## src/rtl/irqc_pkg.sv

```systemverilog
package irqc_pkg;
  typedef enum logic {
    TRIG_LEVEL = 1'b0,
    TRIG_EDGE  = 1'b1
  } trig_e;
endpackage

```

## src/rtl/irqc_gateway.sv

```systemverilog
module irqc_gateway
  import irqc_pkg::*;
(
  input  logic clk,
  input  logic rst_n,
  input  logic line_i,
  input  logic mode_i,
  input  logic claimed_i,
  input  logic claim_hit_i,
  input  logic cpl_hit_i,
  output logic fwd_o
);
  trig_e mode;
  logic  line_q;
  logic  held_q;
  logic  rise;
  logic  want;

  assign mode = trig_e'(mode_i);
  assign rise = line_i & ~line_q;

  always_comb begin
    if (mode == TRIG_LEVEL) begin
      want = line_i && (!claimed_i || cpl_hit_i);
    end else begin
      want = (rise && !claimed_i) || (cpl_hit_i && (held_q || rise));
    end
  end

  // a request colliding with the claim of this source is not taken as pending
  assign fwd_o = want && !claim_hit_i;

  always_ff @(posedge clk) begin
    if (!rst_n) begin
      line_q <= 1'b0;
      held_q <= 1'b0;
    end else begin
      line_q <= line_i;
      if (cpl_hit_i) begin
        held_q <= 1'b0;
      end else if (mode == TRIG_EDGE && rise && (claimed_i || claim_hit_i)) begin
        held_q <= 1'b1;
      end
    end
  end

  AST_GW_QUIET_WHILE_CLAIMED: assert property (@(posedge clk) disable iff (!rst_n)
    (claimed_i && !cpl_hit_i) |-> !fwd_o);

  AST_GW_DEFERRED_RELEASE: assert property (@(posedge clk) disable iff (!rst_n)
    (cpl_hit_i && mode_i && held_q) |-> fwd_o);
endmodule

```

## src/rtl/irqc_prio_bank.sv

```systemverilog
module irqc_prio_bank #(
  parameter int NSRC   = 7,
  parameter int PRIO_W = 3,
  parameter int ID_W   = 3
) (
  input  logic                   clk,
  input  logic                   rst_n,
  input  logic                   we_i,
  input  logic [ID_W-1:0]        id_i,
  input  logic [PRIO_W-1:0]      val_i,
  output logic [NSRC*PRIO_W-1:0] prio_flat_o
);
  for (genvar k = 0; k < NSRC; k++) begin : g_reg
    logic [PRIO_W-1:0] prio_q;
    always_ff @(posedge clk) begin
      if (!rst_n) begin
        prio_q <= '0;
      end else if (we_i && id_i == ID_W'(k + 1)) begin
        prio_q <= val_i;
      end
    end
    assign prio_flat_o[k*PRIO_W +: PRIO_W] = prio_q;
  end
endmodule

```

## src/rtl/irqc_select.sv

```systemverilog
module irqc_select #(
  parameter int NSRC   = 7,
  parameter int PRIO_W = 3,
  parameter int ID_W   = 3
) (
  input  logic [NSRC-1:0]        pend_i,
  input  logic [NSRC*PRIO_W-1:0] prio_flat_i,
  output logic [ID_W-1:0]        best_id_o,
  output logic                   any_o
);
  // strict "greater": an equal priority seen later in the ascending scan loses
  function automatic logic outranks(input logic [PRIO_W-1:0] cand,
                                    input logic [PRIO_W-1:0] cur);
    return cand > cur;
  endfunction

  logic [PRIO_W-1:0] best_p;

  always_comb begin
    best_p    = '0;
    best_id_o = '0;
    for (int k = 0; k < NSRC; k++) begin
      if (pend_i[k] && outranks(prio_flat_i[k*PRIO_W +: PRIO_W], best_p)) begin
        best_p    = prio_flat_i[k*PRIO_W +: PRIO_W];
        best_id_o = ID_W'(k + 1);
      end
    end
    any_o = (best_id_o != '0);
  end
endmodule

```

## src/rtl/irqc_claim_ctrl.sv

```systemverilog
module irqc_claim_ctrl #(
  parameter int NSRC   = 7,
  parameter int PRIO_W = 3,
  localparam int ID_W  = $clog2(NSRC + 1)
) (
  input  logic              clk,
  input  logic              rst_n,
  input  logic [NSRC-1:0]   line_i,
  input  logic [NSRC-1:0]   edge_mode_i,
  input  logic              prio_we_i,
  input  logic [ID_W-1:0]   prio_id_i,
  input  logic [PRIO_W-1:0] prio_val_i,
  input  logic              claim_i,
  output logic [ID_W-1:0]   claim_id_o,
  input  logic              complete_i,
  input  logic [ID_W-1:0]   complete_id_i,
  output logic              irq_o
);
  logic [NSRC*PRIO_W-1:0] prio_flat;
  logic [NSRC-1:0]        pending_q;
  logic [NSRC-1:0]        claimed_q;
  logic [NSRC-1:0]        claim_hit;
  logic [NSRC-1:0]        cpl_hit;
  logic [NSRC-1:0]        fwd;
  logic [ID_W-1:0]        best_id;
  logic                   any_elig;

  irqc_prio_bank #(.NSRC(NSRC), .PRIO_W(PRIO_W), .ID_W(ID_W)) u_prio (
    .clk         (clk),
    .rst_n       (rst_n),
    .we_i        (prio_we_i),
    .id_i        (prio_id_i),
    .val_i       (prio_val_i),
    .prio_flat_o (prio_flat)
  );

  irqc_select #(.NSRC(NSRC), .PRIO_W(PRIO_W), .ID_W(ID_W)) u_sel (
    .pend_i      (pending_q),
    .prio_flat_i (prio_flat),
    .best_id_o   (best_id),
    .any_o       (any_elig)
  );

  assign claim_id_o = claim_i ? best_id : '0;
  assign irq_o      = any_elig;

  for (genvar k = 0; k < NSRC; k++) begin : g_src
    assign claim_hit[k] = claim_i && any_elig && best_id == ID_W'(k + 1);
    assign cpl_hit[k]   = complete_i && complete_id_i == ID_W'(k + 1) && claimed_q[k];

    irqc_gateway u_gw (
      .clk         (clk),
      .rst_n       (rst_n),
      .line_i      (line_i[k]),
      .mode_i      (edge_mode_i[k]),
      .claimed_i   (claimed_q[k]),
      .claim_hit_i (claim_hit[k]),
      .cpl_hit_i   (cpl_hit[k]),
      .fwd_o       (fwd[k])
    );

    always_ff @(posedge clk) begin
      if (!rst_n) begin
        pending_q[k] <= 1'b0;
        claimed_q[k] <= 1'b0;
      end else begin
        pending_q[k] <= (pending_q[k] && !claim_hit[k]) || fwd[k];
        claimed_q[k] <= (claimed_q[k] || claim_hit[k]) && !cpl_hit[k];
      end
    end

    AST_CLAIM_TAKES_SOURCE: assert property (@(posedge clk) disable iff (!rst_n)
      claim_hit[k] |=> (claimed_q[k] && !pending_q[k]));

    AST_PEND_CLAIM_EXCLUSIVE: assert property (@(posedge clk) disable iff (!rst_n)
      !(pending_q[k] && claimed_q[k]));

    AST_LEVEL_REFORWARD: assert property (@(posedge clk) disable iff (!rst_n)
      (cpl_hit[k] && !edge_mode_i[k] && line_i[k]) |=> pending_q[k]);
  end

  AST_EMPTY_CLAIM_INERT: assert property (@(posedge clk) disable iff (!rst_n)
    (claim_i && claim_id_o == '0 && !complete_i) |=> (claimed_q == $past(claimed_q)));

  AST_STRAY_COMPLETE: assert property (@(posedge clk) disable iff (!rst_n)
    (complete_i && !claim_i && $countones(cpl_hit) == 0) |=> (claimed_q == $past(claimed_q)));

  AST_CLAIM_GRANTS_WHEN_IRQ: assert property (@(posedge clk) disable iff (!rst_n)
    (claim_i && irq_o) |-> (claim_id_o != '0));

  AST_ONE_GRANT: assert property (@(posedge clk) disable iff (!rst_n)
    $onehot0(claim_hit));
endmodule

```

## config.mk

```make
export PLATFORM = sky130hd
export DESIGN_NAME = irqc_claim_ctrl
export DESIGN_NICKNAME = d
export VERILOG_FILES = /design/src/rtl/irqc_pkg.sv /design/src/rtl/irqc_gateway.sv /design/src/rtl/irqc_prio_bank.sv /design/src/rtl/irqc_select.sv /design/src/rtl/irqc_claim_ctrl.sv
export SDC_FILE = /design/constraint.sdc
export NUM_CORES = 1
export LEC_CHECK = 0
export ABC_AREA = 1
export CAP_MARGIN = 20
export CORE_MARGIN = 10
export CORE_UTILIZATION = 35
export CTS_BUF_LIST = sky130_fd_sc_hd__clkbuf_4 sky130_fd_sc_hd__clkbuf_8
export DETAILED_ROUTE_END_ITERATION = 8
export PLACE_DENSITY = 0.59
export SLEW_MARGIN = 40
export SYNTH_ARGS = -nofsm -noshare
export SYNTH_HDL_FRONTEND = slang
export SYNTH_SLANG_ARGS = --single-unit
```

## constraint.sdc

```tcl
create_clock -name clk -period 18.7 [get_ports clk]
set_input_delay 3.74 -clock clk [delete_from_list [all_inputs] [get_ports clk]]
set_output_delay 3.74 -clock clk [all_outputs]
set_load 0.05 [all_outputs]
```

# --- Word-level counts from Yosys, hierarchy flattened ---
# Cells that the tools add are included.
totals:
  ff_bits: 49
  inputBits: 28
  output_inout_bits: 4
  elab_cells: 255
op_classes:
  order_cmp: 7
  n_eq_ne: 21
  muxes: 21
  bitwise: 15
  reduce_logical: 156
op_table:
  columns: ["cell", "n"]
  rows:
  - ["1-bit logical AND", 92]
  - ["3-bit equality test, second input constant", 12]
  - ["1-bit logical OR", 35]
  - ["3-bit two-way mux", 11]
  - ["1-bit zero test", 21]
  - ["3-bit by 2-bit equality test with 1-bit output, second input constant", 6]
  - ["3-bit greater-than comparator", 6]
  - ["2-bit OR reduction", 7]
  - ["3-bit by 1-bit equality test with 1-bit output, second input constant", 3]
  - ["1-bit two-way mux", 8]
  - ["1-bit inverter", 8]
  - ["1-bit bitwise AND", 7]
  - ["2-bit two-way mux", 2]
  - ["3-bit by 1-bit greater-than comparator with 1-bit output, second input constant", 1]
  - ["3-bit nonzero test", 1]

# --- Longest topological paths before layout ---
# Gate-level depths: netlist of run 1.
logic_depth:
  depth_word: 27
  ltp_mapped: 51

# --- Hierarchy ---
# From an unflattened synthesis of run 1, not the netlist that was laid out.
unflattened:
  cells_unflattened: 521
  hier_area_um2: 3274.4
modules_own_cells:
  columns: ["mod", "instances", "cells_per_inst", "area_per_inst_um2", "seq_area_each_um2"]
  rows:
  - ["irqc_gateway", 7, 21, 132.6, 40.0]
  - ["irqc_prio_bank", 1, 132, 898.4, 420.4]
  - ["irqc_select", 1, 129, 763.2, 0.0]
  - ["irqc_claim_ctrl", 1, 113, 684.4, 280.3]

# --- Worst setup path before layout of run 1 ---
# Ideal clock, no wire load.
synth_path:
  path_kind: "flip-flop to output port"
  from: "register u_prio.g_reg[0].prio_q[2]"
  to: "output port claim_id_o[1]"
  arrival_ns: 7.025
  t_required_ns: 14.960
  setup_slack_ns: 7.935
  stages_incl_launch_ff: 45
  cell_sequence: "dfxtp_1 > o31ai_1 > nor2_1 > ha_1 > nand3_1 > nand2_1 > inv_2 > nand2_4 > o21ai_0 > ha_1 > o21ai_0 > nand3_2 > nand3_4 > nand2_2 > o21ai_0 > ha_1 > or2_2 > o22ai_1 > (+9 left out) > nand2_4 > nand3_1 > o21ai_0 > ha_1 > nand2_1 > o21ai_0 > nand3_1 > nand2_1 > o21ai_0 > ha_1 > nand2_1 > o21ai_0 > nand3_1 > nand2_1 > inv_1 > nand2_4 > inv_1 > nor2_1"
synth_via:
  elab_chain_cells: 22
  elab_cells_between_ends: 27
synth_lines:
  columns: ["element", "line_no", "source"]
  rows:
  - ["from (decl)", "irqc_prio_bank.sv:14", "logic [PRIO_W-1:0] prio_q;"]
  - ["from (signal assigned)", "irqc_prio_bank.sv:19", "prio_q <= val_i;"]
  - ["3-bit by 1-bit greater-than comparator with 1-bit output", "irqc_select.sv:14", "return cand > cur;"]
  - ["1-bit logical AND", "irqc_select.sv:23", "if (pend_i[k] && outranks(prio_flat_i[k*PRIO_W +: PRIO_W], best_p)) begin"]
  - ["3-bit two-way mux (*)", "irqc_select.sv:23", null]
  - ["3-bit greater-than comparator", "irqc_select.sv:14", null]
  - ["1-bit logical AND", "irqc_select.sv:23", null]
  - ["3-bit two-way mux", "irqc_select.sv:23", null]
  - ["3-bit greater-than comparator", "irqc_select.sv:14", null]
  - ["1-bit logical AND", "irqc_select.sv:23", null]
  - ["(+6 left out)", null, null]
  - ["3-bit two-way mux", "irqc_select.sv:23", null]
  - ["3-bit greater-than comparator", "irqc_select.sv:14", null]
  - ["1-bit logical AND", "irqc_select.sv:23", null]
  - ["3-bit two-way mux", "irqc_select.sv:23", null]
  - ["3-bit greater-than comparator", "irqc_select.sv:14", null]
  - ["1-bit logical AND", "irqc_select.sv:23", null]
  - ["3-bit two-way mux (*)", "irqc_select.sv:23", null]
  - ["3-bit two-way mux (*)", "irqc_claim_ctrl.sv:44", "assign claim_id_o = claim_i ? best_id : '0;"]
  - ["to (decl)", "irqc_claim_ctrl.sv:14", "output logic [ID_W-1:0] claim_id_o,"]
# Every way passes the cells marked *; elsewhere a longest branch is shown, timed or not.

# --- Worst setup path after layout of run 1 ---
# Ends and elaborated chain as after synthesis.

==> metrics.cfg, run 1 <==
[timing]
grt_setup_unrepaired=no
period_needed_ns=12.17
slew_violations=0
tns_ns=0
max_slew.worst_pin.slew_ns=0.520
relSlewSlack_pct=65.2
min_period_over_period_pct=65.1
hold_slack_ns=0.454
hold_viol=0
finalClockSkew_ns=0.00890
setup_violations=0
max_freq_mhz=82.2

[critical_path]
cp.arrival_ns=8.43
path_common_cell=o21ai_0
crit_path_start=u_prio.g_reg[0].prio_q[2]
end_kind=primary output
max_stage_delay_ns=0.81
criticalPathCategory=flop to primary output
r2r_slack_ns=10.98
slowest_stage=clkdlybuf4s50_1
cp_max_fo=9
rr_startpoint=u_prio.g_reg[0].prio_q[2]
crit_required_ns=14.96
startpoint_type=flop

[global_route]
grt_max_degree=40
grt_pass1_vias=2601
antenna_found_initial=0
grt_overflow=0
globalRouteTotalUtil_pct=10.9
grt_pass1_wl_um=11800

[floorplanning]
die_y_um=112
chipWidth_um=112
core.rowCount=33
coreArea_mm2=0.00822
die-area_mm2=0.0125
initial_utilization_pct=35.9
ios=32

[finish]
regArea_um2=981
area_delta_synth_final_pct=19.3
nFillCells=889
antenna_cells=0
layout.nets=499
drive_gt1_share_pct=12.6
multi_input_area_mm2=0.00164

[clock_tree]
ctsHtreeMaxLevel=2
post_cts_buffers=0
cts.reportedPaths.clkPinSlew_ns=0.09
numCtsBuffers=5
ctsRootBufferMaster=clkbuf_8
cts_hold_buf=0
cts_tree=done
clk_latency_ns=0.30
cts_max_path_buffers=2
clkSinkCount=49
cts_resized=0

[place]
io_buffers=31
dp_hpwl_um=5510
gp_congestion=0.796

[status]
outcome=complete, no violations

[logic_synthesis]
synthArstFlopShare_pct=0
synth_fa_ha_area_share_pct=5.10
syn_inst=424
synthMuxAreaShare_pct=0
yosysWarnings=0
synth_top_family_by_area=simple AND/OR/NAND/NOR gates
yosysMostFrequentCell=inv_1
ys.flop_type=dfxtp_1
synth_area_leaders=dfxtp_1 33%, inv_1 9.8%, nand2_1 9.0%, o21ai_0 6.3%, nor2_1 5.9%
yosys.area.top_type_share_pct=33.3
synth-compound-area-share_pct=17.6
syn_nets=464
netlist-cell-type-count=35
avgSynthCellArea_um2=6.95
yosys.area.top_type=dfxtp_1
synth-xor-area-share_pct=0
yosys-top-cells-count=77 x inv_1, 71 x nand2_1, 49 x dfxtp_1, 46 x nor2_1, 37 x o21ai_0
synth_seq_cells=49
synth_seq_area_share_pct=33.3
synth_simple_gate_area_share_pct=33.0
synth-edff-count=0
synth_area_mm2=0.00295

[flow_run]
drv_cap=0

[power]
power_density_mw_per_mm2=77.1
vdd_ir_drop_max_uv=41.4
p_leak_nw=1.67

[route]
wl_per_cell_um=12.1
antenna_left=0
drt_first_pass_iters=4
drc=0
vias=2666
drtIter0Drc=79
routed_wl_um=6830
viasPerCell=4.72

[min_path]
hold_class=flop to flop
hp-start=g_src[2].u_gw.held_q

[layout make-up]
cell class | count | share of cell area [%]
Clock buffer | 5 | 1.96
Multi-Input combinational cell | 289 | 46.6
Tap cell | 105 | 3.74
Inverter | 82 | 8.86
Sequential cell | 49 | 27.9
Timing Repair Buffer | 32 | 9.04
Clock inverter | 3 | 1.85
[cells in the final DEF (no fill, tap or decap), types with 2 or more instances in the layout]
master | Yosys | layout
inv_1 | 77 | 77
nand2_1 | 71 | 71
dfxtp_1 | 49 | 49
nor2_1 | 46 | 46
o21ai_0 | 37 | 37
a21oi_1 | 33 | 33
clkdlybuf4s50_1 | 0 | 31
nand3_1 | 29 | 29
nand3_2 | 12 | 12
ha_1 | 12 | 12
nand2_2 | 11 | 11
nand2_4 | 8 | 8
clkbuf_8 | 0 | 5
inv_2 | 3 | 3
nand4_1 | 3 | 3
o21ai_1 | 3 | 3
nand3_4 | 2 | 2
clkinv_2 | 1 | 2
or2_2 | 2 | 2
o22ai_1 | 2 | 2
a21boi_4 | 2 | 2
o31ai_1 | 2 | 2
nor2_4 | 2 | 2
bufinv_16 | 0 | 2
[worst max-delay path, delay by kind of cell, from the launching register on]
family          cells  cell delay (ns)
compound gates     11             2.18
fa+ha+maj           6             1.80
buf+inv             6             1.21
flops               1             0.33
simple gates       22             2.60
[through the flow]
step / area, um^2 / instances / setup slack, ns / utilization (%) / total power [mW]
after detailed placement: 3380 / 557 / 6.87 / 41.1 / 0.185
after global routing: 3510 / 565 / 5.56 / 42.8 / 0.287
final: 3510 / 565 / 6.53 / 42.8 / 0.271
after floorplan: 2950 / 424 / 7.93 / - / 0.164
after CTS: 3510 / 565 / 6.49 / 42.8 / 0.275
after global placement: 3380 / 557 / 7.25 / 41.1 / 0.184
[final timing paths]
path / end / cells past startpoint
max: claim_id_o[1] / 45
min reg2reg: g_src[2].u_gw.held_q / 2
max reg2reg: g_src[2].u_gw.held_q / 47
min: g_src[2].u_gw.held_q / 2
[registers in the layout (all words and copies together), names as in the netlist]
signal,cells
u_prio.g.prio_q,21
pending_q,7
g_src.u_gw.held_q,7
claimed_q,7
g_src.u_gw.line_q,7
[cells by family after synthesis]
kind of cell               after synthesis
adders and majority gates               12
DFF                                     49
and+or+nand+nor                        189
AOI/OAI and AO/OA                       88
buffers and inverters                   86
[power breakdown]
part	leakage (nW)	internal (mW)	switching, mW
Sequential	0.401	0.110	0.00405
Clock	0.0681	0.0531	0.0362
Combinational	1.20	0.0258	0.0415
Total	1.67	0.189	0.0818
[metal layers]
layer	global-route usage, %	routed length [um]
met4	3.08	65
met2	19.1	3400
met3	1.93	171
met5	0	0
met1	13.3	3200
Note: power is estimated with default switching activity, not from simulation.
==> run 2: changes to the inputs <==
- clock period: 18.7 -> 11.7 ns (I/O delays scaled with it)
==> run 2 against run 1 <==
Against the previous run:
- worst hold slack worse by 0.00089 ns
- critical path depth unchanged
- flip-flop and latch count is the same
- critical endpoint unchanged
==> metrics.cfg, run 2 (same netlist as run 1, synthesis figures left out) <==
[clock_tree]
cts.reportedPaths.clkPinSlew_ns=0.09
clk_latency_ns=0.30
cts_resized=0
post_cts_buffers=0
cts_hold_buf=0
cts_max_path_buffers=2
ctsRootBufferMaster=clkbuf_8
clkSinkCount=49
cts_tree=done
numCtsBuffers=5
ctsHtreeMaxLevel=2

[critical_path]
ff2ff_path_depth=46
path_common_cell=o21ai_0
cp.arrival_ns=8.36
max_stage_delay_ns=0.81
crit_required_ns=9.36
cp_max_fo=9
end_kind=primary output
slowest_stage=clkdlybuf4s50_1
startpoint_type=flop
criticalPathCategory=flop to primary output

[place]
dp_hpwl_um=5490
placed_cells=557
place_worst_setup_slack_ns=1.27
gp_congestion=0.796
io_buffers=31

[floorplanning]
die_y_um=112
die-area_mm2=0.0125
ios=32
core.rowCount=33
initial_utilization_pct=35.9
chipWidth_um=112
coreArea_mm2=0.00822

[finish]
layout.nets=499
area_delta_synth_final_pct=19.3
final_common_cell=inv_1
largest_reg_flops=21
antenna_cells=0
final_cells=565
largest_register=u_prio.g.prio_q
drive_gt1_share_pct=12.6
most-common-layout-cells=77 x inv_1, 71 x nand2_1, 49 x dfxtp_1
fin_util_pct=42.8

[route]
viasPerCell=4.78
vias=2702
routed_wl_um=6780
antenna_left=0
drt_first_pass_iters=4
drtIter0Drc=99
drc=0
wl_per_cell_um=12.0

[timing]
relSlewSlack_pct=63.7
setup_ws_ns=1.00
tns_ns=0
max_freq_mhz=93.5
hold_viol=0
max_slew.worst_pin.slew_ns=0.542
min_period_over_period_pct=91.4
grt_setup_unrepaired=no
period_needed_ns=10.70
setup_violations=0
slew_violations=0
finalClockSkew_ns=0.00845

[status]
outcome=complete, no violations

[global_route]
grt_pass1_wl_um=11800
globalRouteTotalUtil_pct=11.0
grt_max_degree=40
grt_overflow=0
grt_pass1_vias=2617
antenna_found_initial=0

[min_path]
hold_class=flop to flop
holdPathStages=2

[power]
p_leak_nw=1.67
p_total_uw=434
power_density_mw_per_mm2=123
vdd_ir_drop_max_uv=61.7

[flow_run]
drv_cap=0

==> run 2: cell counts in the layout (fill, tap and decap cells not counted) <==
No cell type changed its count.
==> run 2: cell type report <==
type	count	area [um^2]
clock buffer	5	68.8
multi-input combinational	289	1640
clock inverter	3	65.1
inverter	82	312
fill	874	4700
sequential	49	981
timing repair buffer	32	318
tap	105	131
==> run 2: worst paths after layout <==
path                                           startpoint              endpoint  slack, ns
worst max-delay path            u_prio.g_reg[0].prio_q[2]         claim_id_o[1]       1.00
worst min-delay path                 g_src[2].u_gw.held_q  g_src[2].u_gw.held_q       0.45
worst max register to register  u_prio.g_reg[0].prio_q[2]  g_src[2].u_gw.held_q       4.04
worst min register to register       g_src[2].u_gw.held_q  g_src[2].u_gw.held_q       0.45
==> run 2: report_power, final <==
part	leakage, nW	switching (mW)	internal [mW]
logic	1.20	0.0663	0.0412
clock network	0.0681	0.0589	0.0850
registers	0.401	0.00644	0.176
total	1.67	0.132	0.302
==> run 2: stage by stage <==
stage	hold slack [ns]	instance area, um^2
2_1_floorplan	0.426	2950
3_3_place_gp	0.439	3380
3_5_place_dp	0.441	3380
4_1_cts	0.458	3510
5_1_grt	0.481	3510
6_report	0.454	3510
==> run 2: critical path, delay by kind of cell, from the launching register on <==
| kind | cells | cell delay, ns |
|---|---|---|
| buffers and inverters | 6 | 1.20 |
| and+or+nand+nor | 22 | 2.59 |
| DFF | 1 | 0.33 |
| AOI/OAI and AO/OA | 11 | 2.13 |
| adders and majority gates | 6 | 1.79 |
==> run 2: per-layer routing <==
metal	global-route usage (%)	vias to the layer above	routed length, um	share of wire [%]
met3	1.99	5	217	3.2
met4	3.34	0	74	1.1
met1	13.2	1223	3100	46
li1	-	1431	-	-
met5	0	-	0	0
met2	19.3	43	3390	50
